**src/rtl/attr_indir_pkg.sv**
```systemverilog
package attr_indir_pkg;

    localparam int unsigned ATTR_FIELD_W = 8;
    localparam int unsigned ATTR_NIB_W   = ATTR_FIELD_W / 2;

    typedef enum logic [1:0] {
        CP_NONE = 2'd0,
        CP_NC   = 2'd1,
        CP_WT   = 2'd2,
        CP_WB   = 2'd3
    } cache_pol_e;

    typedef enum logic [1:0] {
        DV_NG_NR_NE = 2'd0,
        DV_NG_NR_E  = 2'd1,
        DV_NG_R_E   = 2'd2,
        DV_G_R_E    = 2'd3
    } dev_kind_e;

    typedef struct packed {
        logic       normal;
        dev_kind_e  dev_kind;
        cache_pol_e outer_pol;
        cache_pol_e inner_pol;
        logic       outer_ra;
        logic       outer_wa;
        logic       inner_ra;
        logic       inner_wa;
        logic       unpred;
    } attr_dec_t;

    // Policy carried by one nibble of a normal-memory code.
    function automatic cache_pol_e nib_policy(input logic [ATTR_NIB_W-1:0] n);
        cache_pol_e p;
        if (n == 4'b0000)      p = CP_NONE;
        else if (n == 4'b0100) p = CP_NC;
        else if (n[2])         p = CP_WB;
        else                   p = CP_WT;
        return p;
    endfunction

    // Allocate hints {read, write}; only cacheable policies carry them.
    function automatic logic [1:0] nib_alloc(input logic [ATTR_NIB_W-1:0] n);
        cache_pol_e p;
        p = nib_policy(n);
        return ((p == CP_WT) || (p == CP_WB)) ? n[1:0] : 2'b00;
    endfunction

endpackage

```
**src/rtl/attr_access_gate.sv**
```systemverilog
module attr_access_gate #(
    parameter int unsigned EL_W = 2
) (
    input  logic            clk,
    input  logic            rst,
    input  logic            acc_rd,
    input  logic            acc_wr,
    input  logic [EL_W-1:0] acc_el,
    input  logic            acc_secure,
    input  logic            sec_wr_lock,
    output logic            rd_ok,
    output logic [1:0]      bank_we,
    output logic            err_q
);
    logic denied;
    logic wr_ok;

    always_comb begin
        denied  = (acc_rd || acc_wr) && (acc_el == '0);
        rd_ok   = acc_rd && !denied;
        wr_ok   = acc_wr && !denied && !(acc_secure && sec_wr_lock);
        bank_we = {wr_ok && acc_secure, wr_ok && !acc_secure};
    end

    always_ff @(posedge clk) begin
        if (rst) err_q <= 1'b0;
        else     err_q <= denied;
    end
endmodule

```
**src/rtl/attr_reg_bank.sv**
```systemverilog
module attr_reg_bank #(
    parameter int unsigned REG_W    = 32,
    parameter int unsigned NUM_REGS = 2,
    parameter int unsigned SEL_W    = 1
) (
    input  logic                               clk,
    input  logic                               rst,
    input  logic                               wr_en,
    input  logic [SEL_W-1:0]                   wr_sel,
    input  logic [REG_W-1:0]                   wr_data,
    output logic [NUM_REGS-1:0][REG_W-1:0]     regs
);
    for (genvar r = 0; r < NUM_REGS; r++) begin : g_reg
        logic [REG_W-1:0] q;
        always_ff @(posedge clk) begin
            if (rst)
                q <= '0;
            else if (wr_en && (wr_sel == SEL_W'(r)))
                q <= wr_data;
        end
        assign regs[r] = q;
    end
endmodule

```
**src/rtl/attr_field_select.sv**
```systemverilog
module attr_field_select #(
    parameter int unsigned REG_W    = 32,
    parameter int unsigned NUM_REGS = 2,
    parameter int unsigned FIELD_W  = 8,
    parameter int unsigned IDX_W    = 3
) (
    input  logic [NUM_REGS-1:0][REG_W-1:0] regs,
    input  logic [IDX_W-1:0]               idx,
    output logic [FIELD_W-1:0]             field
);
    localparam int unsigned FLAT_W = NUM_REGS * REG_W;
    logic [FLAT_W-1:0] flat;

    always_comb begin
        flat  = regs;
        field = flat[int'(idx) * FIELD_W +: FIELD_W];
    end
endmodule

```
**src/rtl/attr_field_decode.sv**
```systemverilog
module attr_field_decode
    import attr_indir_pkg::*;
(
    input  logic [ATTR_FIELD_W-1:0] field,
    output attr_dec_t               dec
);
    logic [ATTR_NIB_W-1:0] hi;
    logic [ATTR_NIB_W-1:0] lo;

    always_comb begin
        hi  = field[ATTR_FIELD_W-1:ATTR_NIB_W];
        lo  = field[ATTR_NIB_W-1:0];
        dec = '0;
        if (hi == '0) begin
            dec.normal   = 1'b0;
            dec.dev_kind = dev_kind_e'(lo[3:2]);
            dec.unpred   = (lo[1:0] != 2'b00);
        end else begin
            dec.normal                   = 1'b1;
            dec.outer_pol                = nib_policy(hi);
            {dec.outer_ra, dec.outer_wa} = nib_alloc(hi);
            dec.inner_pol                = nib_policy(lo);
            {dec.inner_ra, dec.inner_wa} = nib_alloc(lo);
            dec.unpred                   = (lo == '0);
        end
    end
endmodule

```
**src/rtl/attr_indir_unit.sv**
```systemverilog
module attr_indir_unit
    import attr_indir_pkg::*;
#(
    parameter int unsigned REG_W    = 32,
    parameter int unsigned NUM_REGS = 2,
    parameter int unsigned EL_W     = 2,
    localparam int unsigned FIELDS  = NUM_REGS * (REG_W / ATTR_FIELD_W),
    localparam int unsigned IDX_W   = $clog2(FIELDS),
    localparam int unsigned SEL_W   = (NUM_REGS > 1) ? $clog2(NUM_REGS) : 1
) (
    input  logic             clk,
    input  logic             rst,
    input  logic             acc_rd,
    input  logic             acc_wr,
    input  logic [SEL_W-1:0] acc_sel,
    input  logic [EL_W-1:0]  acc_el,
    input  logic             acc_secure,
    input  logic [REG_W-1:0] acc_wdata,
    output logic [REG_W-1:0] acc_rdata,
    output logic             acc_err,
    input  logic             sec_wr_lock,
    input  logic             lk_secure,
    input  logic [IDX_W-1:0] lk_idx,
    output logic             lk_normal,
    output logic [1:0]       lk_dev_kind,
    output logic [1:0]       lk_outer_pol,
    output logic [1:0]       lk_inner_pol,
    output logic             lk_outer_ra,
    output logic             lk_outer_wa,
    output logic             lk_inner_ra,
    output logic             lk_inner_wa,
    output logic             lk_unpred
);
    localparam int unsigned NUM_BANKS = 2;   // index 0 non-secure, 1 secure

    logic                                          rd_ok;
    logic [NUM_BANKS-1:0]                          bank_we;
    logic [NUM_BANKS-1:0][NUM_REGS-1:0][REG_W-1:0] bank_q;
    logic [NUM_REGS-1:0][REG_W-1:0]                lk_regs;
    logic [ATTR_FIELD_W-1:0]                       lk_field;
    logic [REG_W-1:0]                              rd_word;
    logic [REG_W-1:0]                              rdata_q;
    attr_dec_t                                     dec;

    attr_access_gate #(.EL_W(EL_W)) u_gate (
        .clk        (clk),
        .rst        (rst),
        .acc_rd     (acc_rd),
        .acc_wr     (acc_wr),
        .acc_el     (acc_el),
        .acc_secure (acc_secure),
        .sec_wr_lock(sec_wr_lock),
        .rd_ok      (rd_ok),
        .bank_we    (bank_we),
        .err_q      (acc_err)
    );

    for (genvar b = 0; b < NUM_BANKS; b++) begin : g_bank
        attr_reg_bank #(
            .REG_W   (REG_W),
            .NUM_REGS(NUM_REGS),
            .SEL_W   (SEL_W)
        ) u_bank (
            .clk    (clk),
            .rst    (rst),
            .wr_en  (bank_we[b]),
            .wr_sel (acc_sel),
            .wr_data(acc_wdata),
            .regs   (bank_q[b])
        );
    end

    // Read path: registered, zero unless a permitted read was presented.
    always_comb begin
        rd_word = '0;
        if (int'(acc_sel) < NUM_REGS)
            rd_word = bank_q[acc_secure][acc_sel];
    end

    always_ff @(posedge clk) begin
        if (rst)        rdata_q <= '0;
        else if (rd_ok) rdata_q <= rd_word;
        else            rdata_q <= '0;
    end
    assign acc_rdata = rdata_q;

    // Lookup path: combinational from the stored bank.
    assign lk_regs = bank_q[lk_secure];

    attr_field_select #(
        .REG_W   (REG_W),
        .NUM_REGS(NUM_REGS),
        .FIELD_W (ATTR_FIELD_W),
        .IDX_W   (IDX_W)
    ) u_sel (
        .regs (lk_regs),
        .idx  (lk_idx),
        .field(lk_field)
    );

    attr_field_decode u_dec (
        .field(lk_field),
        .dec  (dec)
    );

    assign lk_normal    = dec.normal;
    assign lk_dev_kind  = dec.dev_kind;
    assign lk_outer_pol = dec.outer_pol;
    assign lk_inner_pol = dec.inner_pol;
    assign lk_outer_ra  = dec.outer_ra;
    assign lk_outer_wa  = dec.outer_wa;
    assign lk_inner_ra  = dec.inner_ra;
    assign lk_inner_wa  = dec.inner_wa;
    assign lk_unpred    = dec.unpred;
endmodule

```
**config.mk**
```make
export PLATFORM = sky130hd
export DESIGN_NAME = attr_indir_unit
export DESIGN_NICKNAME = d
export VERILOG_FILES = /design/src/rtl/attr_indir_pkg.sv /design/src/rtl/attr_access_gate.sv /design/src/rtl/attr_reg_bank.sv /design/src/rtl/attr_field_select.sv /design/src/rtl/attr_field_decode.sv /design/src/rtl/attr_indir_unit.sv
export SDC_FILE = /design/constraint.sdc
export NUM_CORES = 1
export LEC_CHECK = 0
export ABC_AREA = 1
export ABC_CLOCK_PERIOD_IN_PS = 2350
export BUFFER_PORTS_ARGS = -buffer_cell sky130_fd_sc_hd__clkbuf_2
export CAP_MARGIN = 5
export CORE_ASPECT_RATIO = 1.5
export CORE_MARGIN = 2
export CORE_UTILIZATION = 58
export DETAILED_ROUTE_END_ITERATION = 8
export GPL_TIMING_DRIVEN = 1
export PLACE_DENSITY = 0.8
export SLEW_MARGIN = 10
export SYNTH_ARGS = -nofsm -noshare
export SYNTH_HDL_FRONTEND = slang
export SYNTH_SLANG_ARGS = --single-unit
```
**constraint.sdc**
```tcl
create_clock -name clk -period 2.35 [get_ports clk]
set_input_delay 0.47 -clock clk [delete_from_list [all_inputs] [get_ports clk]]
set_output_delay 0.47 -clock clk [all_outputs]
set_load 0.05 [all_outputs]
```
Word level (Yosys, flattened, before mapping)
Index checks and enable logic that the tools add are counted.
Widths: inputs -> output; s select.
- output and inout port bits: 45
- input bits: 45
- logic and storage cells: 59
- flip-flop bits (word level): 161
- $lt $le $gt $ge: 3
- shift operators: 1
- equality and inequality tests: 6
- multiplexer cells: 19
- bitwise gates (word level): 2
- reduce and logical (&&, ||, !) cells: 22
- operators with widths (cell ; count):
    $mux 64 ; 4
    $mux 32 ; 2
    $shiftx 64x7->8 ; 1
    $mux 2 ; 8
    $logic_and 1x1->1 ; 11
    $eq 2x2->1 const B ; 4
    $eq 4x3->1 const B ; 2
    $logic_not 4->1 ; 2
    $mux 8 ; 1
    $lt 1x2->1 const B ; 3
    $mux 1 ; 4
    $logic_not 1->1 ; 3
    $logic_or 1x1->1 ; 3
    $logic_not 2->1 ; 1
    $not 1->1 ; 2
    $reduce_bool 2->1 ; 1
    $reduce_or 2->1 ; 1

Depth between registers and ports, before layout
Gate-level depths: netlist of run 1.
- word-level depth: 11
- mapped depth: 14

By module
Synthesis of run 1 repeated with hierarchy kept, for this count alone.
- cell total of the unflattened synthesis: 1509
- area total of the unflattened synthesis: 9108.7 µm²
- modules (own cells, without submodules) (module ; area an instance (µm²) ; cells each ; times used ; sequential area each (µm²)):
    attr_reg_bank ; 2523.7 ; 352 ; 2 ; 1281.2
    attr_indir_unit ; 2927.8 ; 553 ; 1 ; 640.6
    attr_field_select ; 933.4 ; 214 ; 1 ; 0.0
    attr_field_decode ; 131.4 ; 25 ; 1 ; 0.0
    attr_access_gate ; 68.8 ; 13 ; 1 ; 20.0

Worst setup path before layout of run 1
OpenSTA, ideal clock, no wires.
- kind: input to output
- from: input lk_idx[0]
- to: output lk_inner_pol[0]
- arrival time: 2.477 ns
- data required time: 1.880 ns
- slack: -0.597 ns
- cell stages on the path: 11
- path through: buf_4 inv_2 buf_2 o211ai_1 nand3_1 nand3_1 nand2_1 nor2_4 nand2_4 inv_2 nor2_1
- word-level cells in the longest chain between the ends: 5
- RTL lines (item ; RTL line ; source):
    start, declared ; attr_indir_unit.sv:23 ; input logic [IDX_W-1:0] lk_idx,
    $shiftx 64x7->8 (*) ; attr_field_select.sv:16 ; field = flat[int'(idx) * FIELD_W +: FIELD_W];
    $eq 4x3->1 or $mux 1 (tied branches) ; attr_indir_pkg.sv:36, attr_indir_pkg.sv:37 ;
    $mux 2 ; attr_indir_pkg.sv:36 ; else if (n == 4'b0100) p = CP_NC;
    $mux 2 ; attr_indir_pkg.sv:35 ; if (n == 4'b0000) p = CP_NONE;
    $mux 8 (*) ; attr_field_decode.sv:14 ; if (hi == '0) begin
    end, declared ; attr_indir_unit.sv:27 ; output logic [1:0] lk_inner_pol,
Mark *: on every way between the ends. The rest lies on a longest branch, timed or not.

Final worst setup path of run 1
- from: input lk_secure
- to: output lk_unpred
- word-level cells in the longest chain between the ends: 5
- RTL lines (item ; RTL line ; source):
    start, declared ; attr_indir_unit.sv:22 ; input logic lk_secure,
    $mux 64 (implied by the code) (*) (2 in a row) ; attr_indir_unit.sv:88 ; assign lk_regs = bank_q[lk_secure];
    $shiftx 64x7->8 (*) ; attr_field_select.sv:16 ;
    $logic_not 4->1 (tied with other cells) ; attr_field_decode.sv:24 ; dec.unpred = (lo == '0);
    $mux 1 (*) ; attr_field_decode.sv:14 ;
    end, declared ; attr_indir_unit.sv:32 ; output logic lk_unpred
Mark *: on every way between the ends. The rest lies on a longest branch, timed or not. The select of a mux whose other input is x is not followed.

==> results of run 1 <==
routing by layer:
| metal | global-route usage [%] | up-vias | share of wire, % |
|---|---|---|---|
| li1 | - | 3668 | - |
| met1 | 42.15 | 3485 | 38 |
| met2 | 54.53 | 412 | 49 |
| met3 | 4.538 | 71 | 8.2 |
| met4 | 18.38 | 0 | 4.3 |
| met5 | 0 | - | 0 |
layout by cell type (no fill, tap or decap), drive strengths merged:
cell type,netlist,layout
o211ai,25,25
bufinv,0,3
nor2,12,12
o21ai,196,196
a21oi,227,227
dfxtp,161,161
inv,142,146
nand2,111,111
nand3,92,92
buf,28,56
clkinvlp,0,6
clkbuf,59,97
per-stage QoR:
step / hold WS, ps / instances
final: 222.8 / 1288
after CTS: 217.5 / 1287
after global placement: 445.5 / 1250
after floorplan: 433.7 / 1053
after global routing: 228.5 / 1288
after detailed placement: 452.2 / 1250
flip-flops by register name, summed over array words and instances, names as in the netlist:
signal and flops:
u_gate.err_q 1, acc_rdata 32, g_bank.u_bank.g.q 128
cell type report:
type | instances | area share [%]
tap | 156 | 2.154
clock buffer | 19 | 4.889
inverter | 142 | 5.980
timing repair buffer | 134 | 12.04
sequential | 161 | 35.59
multi-input combinational | 663 | 37.45
clock inverter | 13 | 1.892
worst reg2reg max path: cells and delay by family, from the launching register on:
kind	cells	cell delay (ps)
compound gates	3	490
flops	1	310
buf+inv	1	60
report_power, final:
part	internal [mW]	switching, mW	total, mW
Sequential	2.83	0.0423	2.88
Combinational	0.415	0.755	1.17
Clock	1.72	1.19	2.90
Total	4.96	1.98	6.95
how the worst min path moves through the flow:
| stage | start | endpoint | cells past startpoint |
|---|---|---|---|
| after floorplan | g_bank[0].u_bank.g_reg[0].q[11]$_SDFFE_PP0P_ | g_bank[0].u_bank.g_reg[0].q[11]$_SDFFE_PP0P_ | 2 |
| after global routing | rst | u_gate.err_q$_SDFF_PP0_ | 2 |
| final | rst | u_gate.err_q$_SDFF_PP0_ | 2 |
| after global placement | g_bank[0].u_bank.g_reg[0].q[14]$_SDFFE_PP0P_ | g_bank[0].u_bank.g_reg[0].q[14]$_SDFFE_PP0P_ | 2 |
| after detailed placement | g_bank[0].u_bank.g_reg[0].q[5]$_SDFFE_PP0P_ | g_bank[0].u_bank.g_reg[0].q[5]$_SDFFE_PP0P_ | 2 |
| after CTS | rst | u_gate.err_q$_SDFF_PP0_ | 2 |
logic make-up (layout without fill, tap and decap cells):
logic type,after synthesis,after routing,share of synthesized area [%]
AOI/OAI and AO/OA,448,448,31.01
and+or+nand+nor,215,215,12.68
DFF,161,161,43.37
buffers and inverters,229,308,12.95
what timing repair did:
| item | 4_1_cts | 5_1_grt |
|---|---|---|
| cloned | 2 | 0 |
| hold buffers | 0 | 0 |
| buffers inserted | 3 | 1 |
| pin swaps | 8 | 3 |
| setup endpoints to repair | 9 | 10 |
| gates resized for setup | 20 | 9 |
==> metrics.md, run 1 <==
| Metric | Value |
|---|---|
| WL final | 22000 um |
| Top post-synthesis cells by area | dfxtp_1 43%, a21oi_1 15%, o21ai_0 13% |
| Share of layout cells above drive strength 1 | 18.02% |
| # fillers | 1008 |
| Largest net degree at the start of global routing | 67 |
| Worst reg-to-reg path cell count | 4 |
| Skew-Pair Late Insertion Delay | 430 ps |
| Crit-path leading delay family | simple AND/OR/NAND/NOR gates |
| Final Skew | 7.414 ps |
| Core Util, Final | 72.41% |
| Largest area contributor in the netlist | dfxtp_1 |
| First-pass GRT wire length | 35470 um |
| CTS tree | built |
| Total Power | 6.947 mW |
| Vias | 7636 |
| Max-slew headroom at the worst pin | 53.64% |
| Violated checks | negative setup slack |
| Cell Rows | 50 |
| Final Net Count | 1164 |
| Slowest cell on crit path | o211ai_1 |
| Layout area overhead | 21.90% |
| Syn_nets | 1098 |
| Outcome | finished, violations left |
| Top cell type's share of synthesized area | 43.37% |
| Synth top cells by count | 227 x a21oi_1, 193 x o21ai_0, 161 x dfxtp_1 |
| Critical path endpoint category | primary output |
| Reg area | 0.003224 sq mm |
| Final instance area | 0.009060 sq mm |
| WL per Instance | 17.08 um |
| CP Cell Sequence | clkbuf_16, buf_16, o211ai_1, nand3_1, nand3_2, nand2_4, nor2_4, nand2_8, nand2_2, nand2_2, clkbuf_16 |
| Post-Syn Area | 0.007432 sq mm |
| Yosys warning total | 0 |
| Number of global-route vias before repair | 7006 |
| Inserted Diodes | 0 |
| Final hold viol count | 0 |
| Syn_area_per_cell | 7.058 sq um |
| Reg2reg end | acc_rdata[15]$_SDFF_PP0_ |
| Sequential fraction of the synthesis area | 43.37% |
| RSZ-0062 raised after global routing | yes |
| Vias per cell | 5.929 |
| Final setup margin | -118.4 ps |
| Post-synth EDFFs | 0 |
| Startpoint types | input port |
| CTS sink cnt | 161 |
| Peak VDD IR | 534.4 uV |
| CP Class | input port to primary output |
| CTS buffer count | 17 |
| Placed cell areas | 0.008252 sq mm |
| Async SR Flop Fraction | 0% |
| GRT Resource Usage Total | 33.46% |
| DRT iter0 DRCs | 789 |
| CTS HTree Levels | 4 |
| Final Cycle Share | 105.0% |
| Finish-stage setup viols | 9 |
| Synth Flop Type | dfxtp_1 |
| R2r startpoint | g_bank[1].u_bank.g_reg[0].q[15]$_SDFFE_PP0P_ |
| Port Buf Inserts | 89 |
| Worst slack, placed | -200.9 ps |
| Crit-path max FO | 8 |
| Critical Path End | lk_unpred |
| Final ANT Viol Nets | 0 |
| Initial antenna violation count | 0 |
| Flops & latches, synth | 161 |
| Post-route DRC | 0 |
| Worst reg2reg setup slack | 1400 ps |
| Worst hold path type | input port to flip-flop |
| Critical Path Stages | 11 |
| Max-cap check violation count | 0 |
| Worst path arrival time | 2000 ps |
| Core ar. | 0.01251 sq mm |
| Clock period minus worst slack | 2468 ps |
| Post-Route Setup TNS | -812.7 ps |
| Syn Inst Count | 1053 |
| GRT overflow | 0 |
| DIE AREA | 0.01375 sq mm |
| Die height | 142.6 um |
| Distinct cells, synth | 19 |
| Worst-Margin Slew | 695.4 ps |
| Initial Util | 59.40% |
| Die width | 96.43 um |
| Peak Freq | 0.4051 GHz |
| Dpl hpwl | 13890 um |
| Clock-pin slew on the worst setup and hold paths | 60 ps |
| Top-count cell post-synth | a21oi_1 |
| Critical Path Source | lk_secure |
| WP data required | 1880 ps |
| Multi-input logic area | 0.003393 sq mm |
| Cell Pwr Density | 766.8 mW/mm^2 |
| TritonRoute pass-1 iters | 5 |
| CTS Root Cell | clkbuf_16 |
| Final Max Tran Viols | 0 |
| Critical path's largest stage delay | 280 ps |
| GPL Wtd Cong | 0.8690 |
| Pleak | 3.650 nW |
| Clock Tree Buf Depth | 2 |
| Num ports | 90 |
| Bufs and invs on worst path | 3 |
Note: power is estimated with default switching activity, not from simulation.
==> inputs of run 2 (changes only) <==
--- a/config.mk
+++ b/config.mk
@@ -16,4 +16,5 @@
 export GPL_TIMING_DRIVEN = 1
 export PLACE_DENSITY = 0.8
+export SKIP_CTS_REPAIR_TIMING = 1
 export SLEW_MARGIN = 10
 export SYNTH_ARGS = -nofsm -noshare
==> constraint.sdc (replaced) <==
create_clock -name clk -period 2.35 [get_ports clk]
set_input_delay 0.235 -clock clk [delete_from_list [all_inputs] [get_ports clk]]
set_output_delay 0.235 -clock clk [all_outputs]
set_load 0.05 [all_outputs]
==> run 2 against run 1 <==
  * Critical path depth up 1
  * Non-clock buffer count shrank 22
  * First-iteration DRC count decreased by 22%
  * Sequential cell count stayed put
  * Sequential share of layout area up 1.7 points
  * Sequential power hardly changed
  * Wire length shrank 0.70%
  * Setup slack better by 270 ps
  * Utilization is 3.3 points lower
  * Worst hold slack got worse by 230 ps
  * The run ends with negative hold slack left
  * Critical path type is now flip-flop to primary output
  * Clock power down 7.2%
==> metrics.md, run 2 (synthesis gave the netlist of run 1 again) <==
| Metric | Value |
|---|---|
| Outcome | finished, violations left |
| Violated checks | negative hold slack |
| Clock-pin slew on the worst setup and hold paths | 60 ps |
| Min-delay src | rst |
| WL final | 21840 um |
| Final Skew | 5.813 ps |
| Skew-Pair Late Insertion Delay | 430 ps |
| Initial Util | 59.40% |
| CP Cell Sequence | inv_1, nand2_1, nand3_1, nand3_1, nand3_1, nand2_1, inv_2, nand2_1, nor2_1, nand2_1, nand2_1, buf_12 |
| GPL Wtd Cong | 0.9305 |
| Worst path arrival time | 1960 ps |
| Final hold viol count | 1 |
| Post-Place Cells | 1234 |
| Post-route DRC | 0 |
| CTS Root Cell | clkbuf_16 |
| Critical path endpoint category | primary output |
| Worst hold path type | input port to flip-flop |
| Cell Rows | 50 |
| Comb power frac | 16.1% |
| GRT overflow | 0 |
| CP dominant cell by count | nand2_1 |
| CTS HTree Levels | 4 |
| Switching Share | 28.24% |
| Startpoint types | flip-flop |
| Worst reg2reg setup slack | 1360 ps |
| Finished Layout Cells | 1265 |
| Clock Tree Buf Depth | 2 |
| Hold worst-path end | u_gate.err_q$_SDFF_PP0_ |
| Inserted Diodes | 0 |
| CTS buffer count | 17 |
| Largest net degree at the start of global routing | 87 |
| Peak Freq | 0.4546 GHz |
| Worst-Margin Slew | 742.9 ps |
| Crit-path max FO | 3 |
| DRT iter0 DRCs | 619 |
| Dpl hpwl | 13660 um |
| Peak VDD IR | 504.1 uV |
| Final Net Count | 1142 |
| Final ANT Viol Nets | 0 |
| Vias | 7517 |
| First-pass GRT wire length | 34600 um |
| R2r startpoint | g_bank[0].u_bank.g_reg[1].q[14]$_SDFFE_PP0P_ |
| Cell Pwr Density | 767.2 mW/mm^2 |
| Pint | 4.763 mW |
| TritonRoute pass-1 iters | 5 |
| Biggest register | g_bank.u_bank.g.q |
| RSZ-0062 raised after global routing | no |
| Share of layout cells above drive strength 1 | 14.52% |
| Net Sw Power | 1.874 mW |
| Die width | 96.43 um |
| Initial antenna violation count | 0 |
| Critical path's largest stage delay | 300 ps |
| Flop pwr share | 43.4% |
| WL per Instance | 17.27 um |
| Die height | 142.6 um |
| Layout area overhead | 16.40% |
| Pleak | 3.498 nW |
| WHS Path Cells | 2 |
| Commonest cells after routing, fill and taps aside | 227 x a21oi_1, 193 x o21ai_0, 161 x dfxtp_1 |
| Final Max Tran Viols | 0 |
| DIE AREA | 0.01375 sq mm |
| Max-slew headroom at the worst pin | 50.47% |
| CP Class | flip-flop to primary output |
| Max reg flops | 128 |
| Final Cycle Share | 93.60% |
| Clock period minus worst slack | 2200 ps |
| WP data required | 2120 ps |
| Reg2reg end | acc_rdata[14]$_SDFF_PP0_ |
| Clk network pwr share | 40.5% |
| CTS tree | built |
| Num ports | 90 |
| Final setup margin | 150.5 ps |
| Most common cell after layout, fill and taps aside | a21oi_1 |
| GRT Resource Usage Total | 32.41% |
| Number of global-route vias before repair | 6892 |
| CTS sink cnt | 161 |
| Slowest cell on crit path | dfxtp_1 |
| Worst slack, placed | 289.6 ps |
| Max-cap check violation count | 0 |
| Hold_ws | -2.802 ps |
| Worst reg-to-reg path cell count | 4 |
| Core ar. | 0.01251 sq mm |
| Port Buf Inserts | 89 |
| Finish-stage setup viols | 0 |
| Vias per cell | 5.942 |
run 2: routing by layer:
metal  up-vias  GRT usage, %  share of wire [%]
li1       3615             -                  -
met1      3467         40.61                 38
met2       371         52.67                 49
met3        64         6.438                8.5
met4         0         15.79                3.9
met5         -             0                  0
run 2: area by class of cell:
class                           count  area [sq um]
Multi-Input combinational cell    663          3277
Clock inverter                     11         115.1
Timing Repair Buffer              112         860.8
Clock buffer                       20         446.7
Sequential cell                   161          3223
Tap cell                          156         195.2
Inverter                          142         533.0
Fill cell                        1097          3861
run 2: stage by stage:
step / hold WS (ps) / utilization, % / power [mW] / cell area (sq um) / setup TNS, ps
2_1_floorplan: 307.4 / - / 3.613 / 7432 / -610.7
3_3_place_gp: 423.5 / 64.57 / 3.956 / 8079 / 0
3_5_place_dp: 432.0 / 64.57 / 3.975 / 8079 / 0
4_1_cts: -6.640 / 69.06 / 6.621 / 8641 / 0
5_1_grt: 2.622 / 69.14 / 6.852 / 8651 / 0
6_report: -2.802 / 69.14 / 6.637 / 8651 / 0
run 2: power by group through the flow:
stage                     Sequential, mW  Clock [mW]  Combinational [mW]
after floorplan                     2.99           0               0.621
after global placement              2.93           0                1.02
after detailed placement            2.94           0                1.04
after CTS                           2.88        2.69                1.05
after global routing                2.89        2.81                1.15
final                               2.88        2.69                1.07
run 2: critical path, delay by kind of cell, from the launching register on:
kind | cells | cell delay [ps]
AND/OR/NAND/NOR | 9 | 900
flip-flops | 1 | 300
buffers and inverters | 3 | 340
run 2: worst max path at each step:
| stage | startpoint | endpoint | slack (ps) |
|---|---|---|---|
| after floorplan | lk_idx[0] | lk_inner_pol[0] | -130 |
| after global placement | lk_idx[0] | lk_unpred | 330 |
| after detailed placement | lk_secure | lk_dev_kind[1] | 290 |
| after CTS | g_bank[1].u_bank.g_reg[1].q[14]$_SDFFE_PP0P_ | lk_dev_kind[1] | 120 |
| after global routing | g_bank[1].u_bank.g_reg[1].q[5]$_SDFFE_PP0P_ | lk_dev_kind[0] | 20 |
| final | g_bank[1].u_bank.g_reg[0].q[17]$_SDFFE_PP0P_ | lk_unpred | 150 |
==> inputs of run 3 (changes only) <==
- CORE_UTILIZATION: 58 -> 60
- CTS_BUF_LIST: not set -> sky130_fd_sc_hd__clkbuf_4
- PLACE_DENSITY: 0.8 -> 0.82
==> run 3 against run 2 <==
  * The run still ends with negative hold slack left
  * Register-to-register slack lost 30 ps
  * Global-route usage rose by 0.18 points
  * Wire length is 2.8% lower
  * Non-clock buffer count increased by 22
  * Clock power is 35% lower
  * Via count increased by 0.51%
  * Design area rose by 1.2%
==> metrics.md, run 3 (synthesis gave the netlist of run 1 again) <==
| Metric | Value |
|---|---|
| Clock-pin slew on the worst setup and hold paths | 140 ps |
| Worst hold path type | input port to flip-flop |
| First-pass GRT wire length | 33940 um |
| Max reg flops | 128 |
| Net Sw Power | 1.777 mW |
| R2r startpoint | g_bank[0].u_bank.g_reg[1].q[29]$_SDFFE_PP0P_ |
| GRT Resource Usage Total | 32.59% |
| GPL Wtd Cong | 0.9231 |
| Final Cycle Share | 96.18% |
| Initial antenna violation count | 1 |
| Total Power | 5.759 mW |
| CTS HTree Levels | 4 |
| RSZ-0062 raised after global routing | yes |
| Port Buf Inserts | 89 |
| Worst slack, placed | 293.4 ps |
| Clk network pwr share | 30.2% |
| Flop pwr share | 50.0% |
| Final Max Tran Viols | 0 |
| Dpl hpwl | 13480 um |
| Comb power frac | 19.8% |
| Final Skew | 14.63 ps |
| Critical path's largest stage delay | 320 ps |
| CP Class | flip-flop to primary output |
| CTS tree | built |
| Final Net Count | 1164 |
| Final setup margin | 89.88 ps |
| Finish-stage setup viols | 0 |
| Biggest register | g_bank.u_bank.g.q |
| Hold_ws | -18.63 ps |
| Peak Freq | 0.4425 GHz |
| Clock period minus worst slack | 2260 ps |
| DRT iter0 DRCs | 642 |
| Min-delay src | acc_wdata[3] |
| Vias per cell | 5.875 |
| Die height | 140.3 um |
| Worst path arrival time | 2030 ps |
| Core ar. | 0.01202 sq mm |
| Switching Share | 30.86% |
| Clock Tree Buf Depth | 2 |
| Critical Path Source | g_bank[1].u_bank.g_reg[0].q[18]$_SDFFE_PP0P_ |
| Violated checks | negative hold slack |
| Share of layout cells above drive strength 1 | 19.26% |
| Max-slew headroom at the worst pin | 56.26% |
| DIE AREA | 0.01331 sq mm |
| WL per Instance | 16.51 um |
| Final ANT Viol Nets | 0 |
| Number of global-route vias before repair | 6840 |
| Cell Pwr Density | 658.1 mW/mm^2 |
| Max-cap check violation count | 0 |
| # fillers | 1016 |
| Cell Rows | 49 |
| Pleak | 3.512 nW |
| Pint | 3.982 mW |
| Die width | 94.88 um |
| Slowest cell on crit path | dfxtp_1 |
| CTS sink cnt | 161 |
| Core Util, Final | 72.82% |
| Post-route DRC | 0 |
| Crit-path max FO | 3 |
| CP Cell Sequence | inv_1, nand2_1, nand3_1, nand3_1, nand3_1, nand2_1, inv_2, nand2_1, nor2_2, nand2_2, nand2_2, buf_12 |
| Startpoint types | flip-flop |
| Critical path endpoint category | primary output |
| CTS buffer count | 17 |
| Vias | 7555 |
| Crit-path leading delay family | simple AND/OR/NAND/NOR gates |
| Worst reg2reg setup slack | 1330 ps |
| Worst-Margin Slew | 656.1 ps |
| WL final | 21230 um |
| TritonRoute pass-1 iters | 5 |
| Outcome | finished, violations left |
| Skew-Pair Late Insertion Delay | 570 ps |
| GRT overflow | 0 |
| Num ports | 90 |
| Largest net degree at the start of global routing | 97 |
| Initial Util | 61.85% |
| Bufs and invs on worst path | 3 |
| Layout area overhead | 17.74% |
| Final hold viol count | 9 |
| CTS Root Cell | clkbuf_4 |
| WP data required | 2120 ps |
| Most common cell after layout, fill and taps aside | a21oi_1 |
| Commonest cells after routing, fill and taps aside | 226 x a21oi_1, 192 x o21ai_0, 154 x dfxtp_1 |
| Peak VDD IR | 606.5 uV |
-- run 3: area by class of cell --
| class | count | area, sq um | share of cell area [%] |
|---|---|---|---|
| antenna | 1 | 2.502 | 0.02860 |
| clock buffer | 18 | 135.1 | 1.544 |
| clock inverter | 14 | 163.9 | 1.873 |
| inverter | 142 | 538.0 | 6.148 |
| multi-input combinational | 663 | 3402 | 38.88 |
| sequential | 161 | 3232 | 36.93 |
| tap | 153 | 191.4 | 2.188 |
| timing repair buffer | 134 | 1086 | 12.41 |
-- run 3: per-stage QoR --
stage | instance area, sq um | setup TNS [ps] | std cells
6_report | 8751 | 0 | 1286
5_1_grt | 8751 | -285.9 | 1286
4_1_cts | 8357 | -419.6 | 1259
3_5_place_dp | 8058 | 0 | 1227
3_3_place_gp | 8058 | 0 | 1227
2_1_floorplan | 7432 | -610.7 | 1053
-- run 3: worst reg2reg max path, delay by kind of cell (launching register included) --
kind	cells	cell delay [ps]
flops	1	380
buf+inv	1	60
compound gates	3	510
-- run 3: power by group through the flow --
stage          Clock, mW  Sequential, mW  Combinational [mW]
6_report            1.74            2.88                1.14
5_1_grt             1.87            2.89                1.24
2_1_floorplan          0            2.99               0.621
4_1_cts             1.75            2.88                1.04
3_5_place_dp           0            2.94                1.03
3_3_place_gp           0            2.93                1.02
-- run 3: final timing paths --
| check | to | cells after the start |
|---|---|---|
| worst max-delay path | lk_unpred | 12 |
| worst min-delay path | g_bank[0].u_bank.g_reg[1].q[3]$_SDFFE_PP0P_ | 3 |
| worst max register to register | acc_rdata[29]$_SDFF_PP0_ | 4 |
| worst min register to register | g_bank[1].u_bank.g_reg[0].q[4]$_SDFFE_PP0P_ | 2 |
-- run 3: layer usage --
| layer | GRT usage, % | wire length (um) |
|---|---|---|
| met1 | 41.13 | 8220 |
| met2 | 51.59 | 10230 |
| met3 | 6.455 | 1964 |
| met4 | 18.15 | 816 |
| met5 | 0 | 0 |
